## config.mk

```make
export PLATFORM = sky130hd
export DESIGN_NAME = sub_rot_alu
export DESIGN_NICKNAME = d
export VERILOG_FILES = /design/src/rtl/sub_rot_alu.sv
export SDC_FILE = /design/constraint.sdc
export NUM_CORES = 1
export LEC_CHECK = 0
export BUFFER_PORTS_ARGS = -buffer_cell sky130_fd_sc_hd__buf_2
export CORE_AREA = 2 2 49 51
export CTS_BUF_LIST = sky130_fd_sc_hd__clkbuf_8 sky130_fd_sc_hd__clkbuf_16
export DETAILED_ROUTE_END_ITERATION = 10
export DIE_AREA = 0 0 51 53
export MAX_ROUTING_LAYER = met4
export PLACE_DENSITY_LB_ADDON = 0.3
export SYNTH_ARGS = -nofsm -noshare
export SYNTH_HDL_FRONTEND = slang
export SYNTH_SLANG_ARGS = --single-unit
```

## constraint.sdc

```tcl
create_clock -name clk -period 4.2 [get_ports clk]
set_clock_uncertainty 0.05 [all_clocks]
set_input_delay 0.84 -clock clk [delete_from_list [all_inputs] [get_ports clk]]
set_output_delay 0.84 -clock clk [all_outputs]
set_load 0.005 [all_outputs]
```

## src/rtl/sub_rot_alu.sv

```systemverilog
module sub_rot_alu #(
  parameter int WIDTH  = 8,
  parameter int ADDR_W = 7
) (
  input  logic              clk,
  input  logic              rst_n,
  input  logic              valid,
  input  logic [1:0]        op,
  input  logic              dest,
  input  logic [ADDR_W-1:0] faddr,
  input  logic [WIDTH-1:0]  fdata,
  input  logic [WIDTH-1:0]  lit,
  input  logic [WIDTH-1:0]  wreg,
  output logic [WIDTH-1:0]  result,
  output logic              w_we,
  output logic              f_we,
  output logic [ADDR_W-1:0] f_waddr,
  output logic              carry,
  output logic              dcarry,
  output logic              zero
);
  localparam int HALF = WIDTH / 2;
  localparam logic [1:0] OP_SUBF = 2'd0;
  localparam logic [1:0] OP_SUBL = 2'd1;
  localparam logic [1:0] OP_SUBB = 2'd2;
  localparam logic [1:0] OP_RRC  = 2'd3;

  logic c_q, dc_q, z_q;

  wire is_rot = (op == OP_RRC);
  wire is_lit = (op == OP_SUBL);
  wire bin    = (op == OP_SUBB) & ~c_q;

  wire [WIDTH-1:0] minu = is_lit ? lit : fdata;

  wire [WIDTH:0] full_diff = {1'b0, minu} - {1'b0, wreg} - {{WIDTH{1'b0}}, bin};
  wire [HALF:0]  low_diff  = {1'b0, minu[HALF-1:0]} - {1'b0, wreg[HALF-1:0]}
                             - {{HALF{1'b0}}, bin};

  wire [WIDTH-1:0] rot_res = {c_q, fdata[WIDTH-1:1]};

  assign result  = is_rot ? rot_res : full_diff[WIDTH-1:0];
  assign w_we    = valid & (is_lit | ~dest);
  assign f_we    = valid & ~is_lit & dest;
  assign f_waddr = faddr;
  assign carry   = c_q;
  assign dcarry  = dc_q;
  assign zero    = z_q;

  always_ff @(posedge clk or negedge rst_n) begin
    if (!rst_n) begin
      c_q  <= 1'b0;
      dc_q <= 1'b0;
      z_q  <= 1'b0;
    end else if (valid) begin
      if (is_rot) begin
        c_q <= fdata[0];
      end else begin
        c_q  <= ~full_diff[WIDTH];
        dc_q <= ~low_diff[HALF];
        z_q  <= (full_diff[WIDTH-1:0] == '0);
      end
    end
  end


  lit_to_w_chk: assert property (@(posedge clk) disable iff (!rst_n)
    (valid && is_lit) |-> (w_we && !f_we));


  subf_carry_chk: assert property (@(posedge clk) disable iff (!rst_n)
    (valid && op == OP_SUBF) |=> (carry == ($past(wreg) <= $past(fdata))));


  zero_flag_chk: assert property (@(posedge clk) disable iff (!rst_n)
    (valid && !is_rot) |=> (zero == ($past(result) == '0)));


  rot_flags_chk: assert property (@(posedge clk) disable iff (!rst_n)
    (valid && is_rot) |=> (carry == $past(fdata[0]) && $stable(dcarry) && $stable(zero)));


  we_onehot_chk: assert property (@(posedge clk) disable iff (!rst_n)
    $onehot0({w_we, f_we}));


  idle_hold_chk: assert property (@(posedge clk) disable iff (!rst_n)
    !valid |=> ($stable(carry) && $stable(dcarry) && $stable(zero)));


  idle_nowrite_chk: assert property (@(posedge clk) disable iff (!rst_n)
    !valid |-> (!w_we && !f_we));
endmodule

```

After elaboration in Yosys (flattened, before gate mapping)
Index checks and enable logic that the tools add are counted.

Input bits: 37. Latch bits: 0. Register bits: 3. Memory bits (writable): 0. Bits in read-only memories: 0. Output and inout port bits: 20. Memories kept: 0. Logic and storage cells: 26.

Order comparisons: 0. Shifts and indexed selects: 0. Add/subtract/negate cells: 4. Div/mod/pow operators: 0. Eq/ne operators: 3. Bitwise operators: 11. Reductions and logical operators: 2. $mul: 0. Multiplexer cells: 3.

Operator list (count): $mux 8 (2); $sub 8x8->9 (1); $sub 9x1->9 (1); $logic_not 8->1 (1); $not 1->1 (6); $sub 4x4->5 (1); $sub 5x1->5 (1); $and 1x1->1 (4); $eq 2x2->1 const B (2); $eq 2x1->1 const B (1); $reduce_and 2->1 (1); $mux 1 (1); $or 1x1->1 (1).

Depth between registers and ports, before layout
Word-level depth: 6. Gate-level depth with buffers: 11. Mapped depth without buffers: 10.

Least setup slack after synthesis
Ideal clock, no wire load.

Kind: input-to-output. Start point: in op[0]. End point: out result[7]. Cell stages on the path: 11. Data required time: 3.310 ns. Path buffers: 1. Arrival: 2.995 ns. Setup slack: 0.315 ns. Path through: nor2b_1 -> buf_6 -> mux2i_1 -> fa_1 -> inv_1 -> ha_1 -> nand4b_1 -> o211ai_2 -> a41oi_1 -> mux2_4 -> mux2_4.

Longest elaborated chain between the ends: 5. Elaborated cells on any way between the ends: 8. Classes of those cells: add/sub: 2; eq/ne: 3; mux: 2; bitwise: 1.

RTL lines: start: declaration (line 8) `input logic [1:0] op,`; $eq 2x1->1 (line 31) `wire is_lit = (op == OP_SUBL);`; $mux 8 (line 34) `wire [WIDTH-1:0] minu = is_lit ? lit : fdata;`; $sub 8x8->9 (line 36) `wire [WIDTH:0] full_diff = {1'b0, minu} - {1'b0, wreg} - {{WIDTH{1'b0}}, bin};`; $sub 9x1->9 (line 36); $mux 8 (*) (line 42) `assign result = is_rot ? rot_res : full_diff[WIDTH-1:0];`; end: declaration (line 14) `output logic [WIDTH-1:0] result,`.

Mark *: on every way between the ends. The rest lies on a longest branch, timed or not.

Worst setup path after layout
Ends and elaborated chain as after synthesis.

==> qor.txt <==
Layout cell share with drive strength beyond 1 -> 40.6%
Port buffer count -> 42
Post-CTS clock slew at the launch and capture registers of the worst setup and hold paths -> 30 ps
Gp weighted congestion -> 0.784
Area Overhead vs Synth -> 34.5%
Latest clock arrival within the worst-skew pair -> 220 ps
Number of antenna repair diodes -> 0
Largest net degree at the start of global routing -> 11
Number of vias per cell -> 5.02
Gate Count Post-Synth -> 112
Kind of cell adding the most delay to the critical path -> multiplexers
Total buffers and inverters traversed by the critical path -> 4
Maximum vdd ir drop -> 0.191 mV
Post-Route Hold Slack -> 361 ps
Router iterations before antenna repair -> 4
Die extent in x -> 51 µm
Power Total -> 0.000339 W
Filler Cell Count -> 232
Core Util, Final -> 55.4%
Initial antenna violation count -> 0
Number of sinks driven by the clock tree -> 3
CP cell instances -> buf_2 > nor2b_4 > buf_6 > mux2i_1 > ha_1 > inv_1 > ha_1 > a21oi_2 > nand2_1 > a41oi_2 > mux2_4 > mux2_4 > buf_2
Setup-failing EPs final -> 0
Final routed DRC violation total -> 0
Longest Clk Path Bufs -> 2
Kind of critical path -> input pin to output port
Die height -> 53 µm
Distinct cell type count after synthesis -> 37
Routed via count -> 918
Top achievable clock speed -> 246 MHz
Total routed wirelength -> 2220 µm
Clk Tree Root Cell -> clkbuf_8
Vias in the first global route -> 880
Arrival time of the worst setup path -> 3170 ps
Share of the synthesized area in the top cell type -> 17.0%
TritonCTS clock tree -> built
Max-slew violation count -> 0
DP Wirelength -> 1830 µm
Initial cell density of the core -> 41.2%
Critical path capture point type -> output port
Hold Violations, Final -> 0
Synth top area cells -> ha_1, mux2i_1, dfrtp_1
Least-Margin Pin Slew -> 428 ps
Area of the placeable core -> 2150 µm²
Mean instance size in the synthesized netlist -> 7.90 µm²
Number of standard cells in the final layout excluding fillers -> 183
Worst EP required -> 3310 ps
Minimum clock period -> 4060 ps
Power density cells -> 285 nW/µm²
DRT met1 WL -> 927 µm
Cell count after placement -> 177
Syn. warnings -> 0
Worst Setup Start Kind -> input pin
Leak pwr -> 0.627 nW
CTS Buf Count -> 3
Total Nets Final -> 207
Number of primary I/O pins -> 57
Maximum level of the CTS H-tree -> 1
Delay of the slowest critical-path stage -> 330 ps
Met3 wirelength from detailed routing -> 130 µm
Area of the mapped netlist -> 885 µm²
Detailed route wirelength on metal2 -> 1140 µm
Critical-path maximum fanout -> 6
Maximum Capacitance Violations -> 0
First DRT Iteration DRCs -> 9
Setup WS pre-CTS -> 0.294 ps
Average wire length per cell after detail routing -> 12.1 µm
Result of the run -> complete, no violations
Global-route wire length before repair -> 3690 µm
Seq cells post-synth -> 3
Class of the worst hold path -> input pin to asynchronous set/reset pin
Total Routing Usage GR -> 18.6%
Global route overflow -> 0
Worst slew margin relative to its limit -> 71.5%
Slowest stage cell on the critical path -> mux2_4
Final setup margin -> 141 ps
Floorplan row count -> 17
Syn nets -> 163
Biggest area consumer among synthesized cells -> ha_1
Detail Route Antenna Nets -> 0
Portion of the post-synthesis area used by sequential elements -> 8.49%
Die Area -> 2700 µm²
Max Used Layer -> met4
Tcrit/Tclk final -> 96.6%
==> per-layer routing <==
metal | up-vias | global-route usage [%]
li1 | 471 | -
met1 | 410 | 20.0
met2 | 35 | 34.2
met3 | 2 | 1.98
met4 | 0 | 8.56
met5 | - | -
==> sequential cells by signal, summed over array words and instances, names as in the netlist <==
register / flops
dcarry: 1
carry: 1
zero: 1
==> stage by stage <==
stage | area (µm²) | TNS (ps)
6_report | 1190 | 0
5_1_grt | 1190 | -17.0
4_1_cts | 1140 | 0
3_5_place_dp | 1090 | 0
3_3_place_gp | 1090 | 0
2_1_floorplan | 885 | 0
==> cells in the mapped netlist <==
master / count
and2_1: 1
buf_6: 1
mux2_4: 2
dfrtp_1: 3
nand2_1: 11
nor2_1: 5
xnor2_1: 4
a21oi_1: 5
mux2i_1: 8
and3b_1: 1
o21a_1: 1
o211ai_2: 1
fa_1: 2
mux2_2: 1
o211ai_1: 1
inv_1: 14
and3_1: 1
nand4b_1: 1
a21o_1: 1
ha_1: 12
a41oi_1: 1
clkbuf_1: 1
o21ai_1: 1
nor2b_1: 2
a21boi_1: 1
o31ai_2: 1
nand3_1: 4
or3b_1: 1
xor2_1: 3
a21boi_0: 2
o31ai_1: 1
o21ai_0: 5
nor3b_1: 2
nor3_1: 1
buf_4: 7
nand2b_1: 1
o2111ai_1: 2
==> report_power, final <==
group / switching [W] / internal [W]
clock network: 0.0000200 / 0.0000623
registers: 0.00000388 / 0.0000337
logic: 0.000107 / 0.000112
total: 0.000131 / 0.000208
==> cell usage in the layout (no fill, tap or decap), types with 2 or more instances in the layout <==
master / instances
a21oi_1: 4
buf_2: 42
buf_4: 5
clkbuf_8: 3
dfrtp_1: 3
ha_1: 12
inv_1: 15
mux2_4: 2
mux2i_1: 7
nand2_1: 11
nand3_1: 4
nor2_1: 5
nor3b_1: 2
o2111ai_1: 2
o21ai_0: 5
o31ai_2: 2
xnor2_1: 4
xor2_1: 3
==> timing repair <==
action / CTS / global route
endpoints found under the setup margin: 1 / 2
setup buffers: 0 / 2
pin swaps: 0 / 6
hold buffers: 0 / 0
gates resized for setup: 1 / 9
==> cell families after synthesis <==
kind of cell    Yosys count  share of synthesized area, %
compound gates           23                          18.0
flops                     3                          8.49
mux                      11                          13.7
simple gates             31                          17.8
fa+ha+maj                14                          21.5
buf+inv                  23                          13.6
xor+xnor                  7                          6.93
==> final cells by class <==
| type | instances | area, µm² | share of cell area [%] |
|---|---|---|---|
| flip-flops and latches | 3 | 75.1 | 6.31 |
| inverters | 14 | 52.6 | 4.42 |
| multi-input cells | 86 | 723 | 60.8 |
| clock inverters | 1 | 3.75 | 0.315 |
| repair buffers | 48 | 259 | 21.8 |
| clock buffers | 3 | 41.3 | 3.47 |
| well taps | 28 | 35.0 | 2.94 |
==> path summary, 6_finish.rpt <==
kind                                          from                  to  slack [ps]  cells after the start
worst max-delay path                         op[0]           result[7]         140                     13
worst min-delay path                         rst_n    zero$_DFFE_PN0P_         360                      1
worst max register to register   carry$_DFFE_PN0P_   carry$_DFFE_PN0P_        1570                      9
worst min register to register  dcarry$_DFFE_PN0P_  dcarry$_DFFE_PN0P_         430                      2
max in group asynchronous                    rst_n   carry$_DFFE_PN0P_        3630                      1
min in group clk                dcarry$_DFFE_PN0P_  dcarry$_DFFE_PN0P_         430                      2
(Power assumes the default switching activity.)
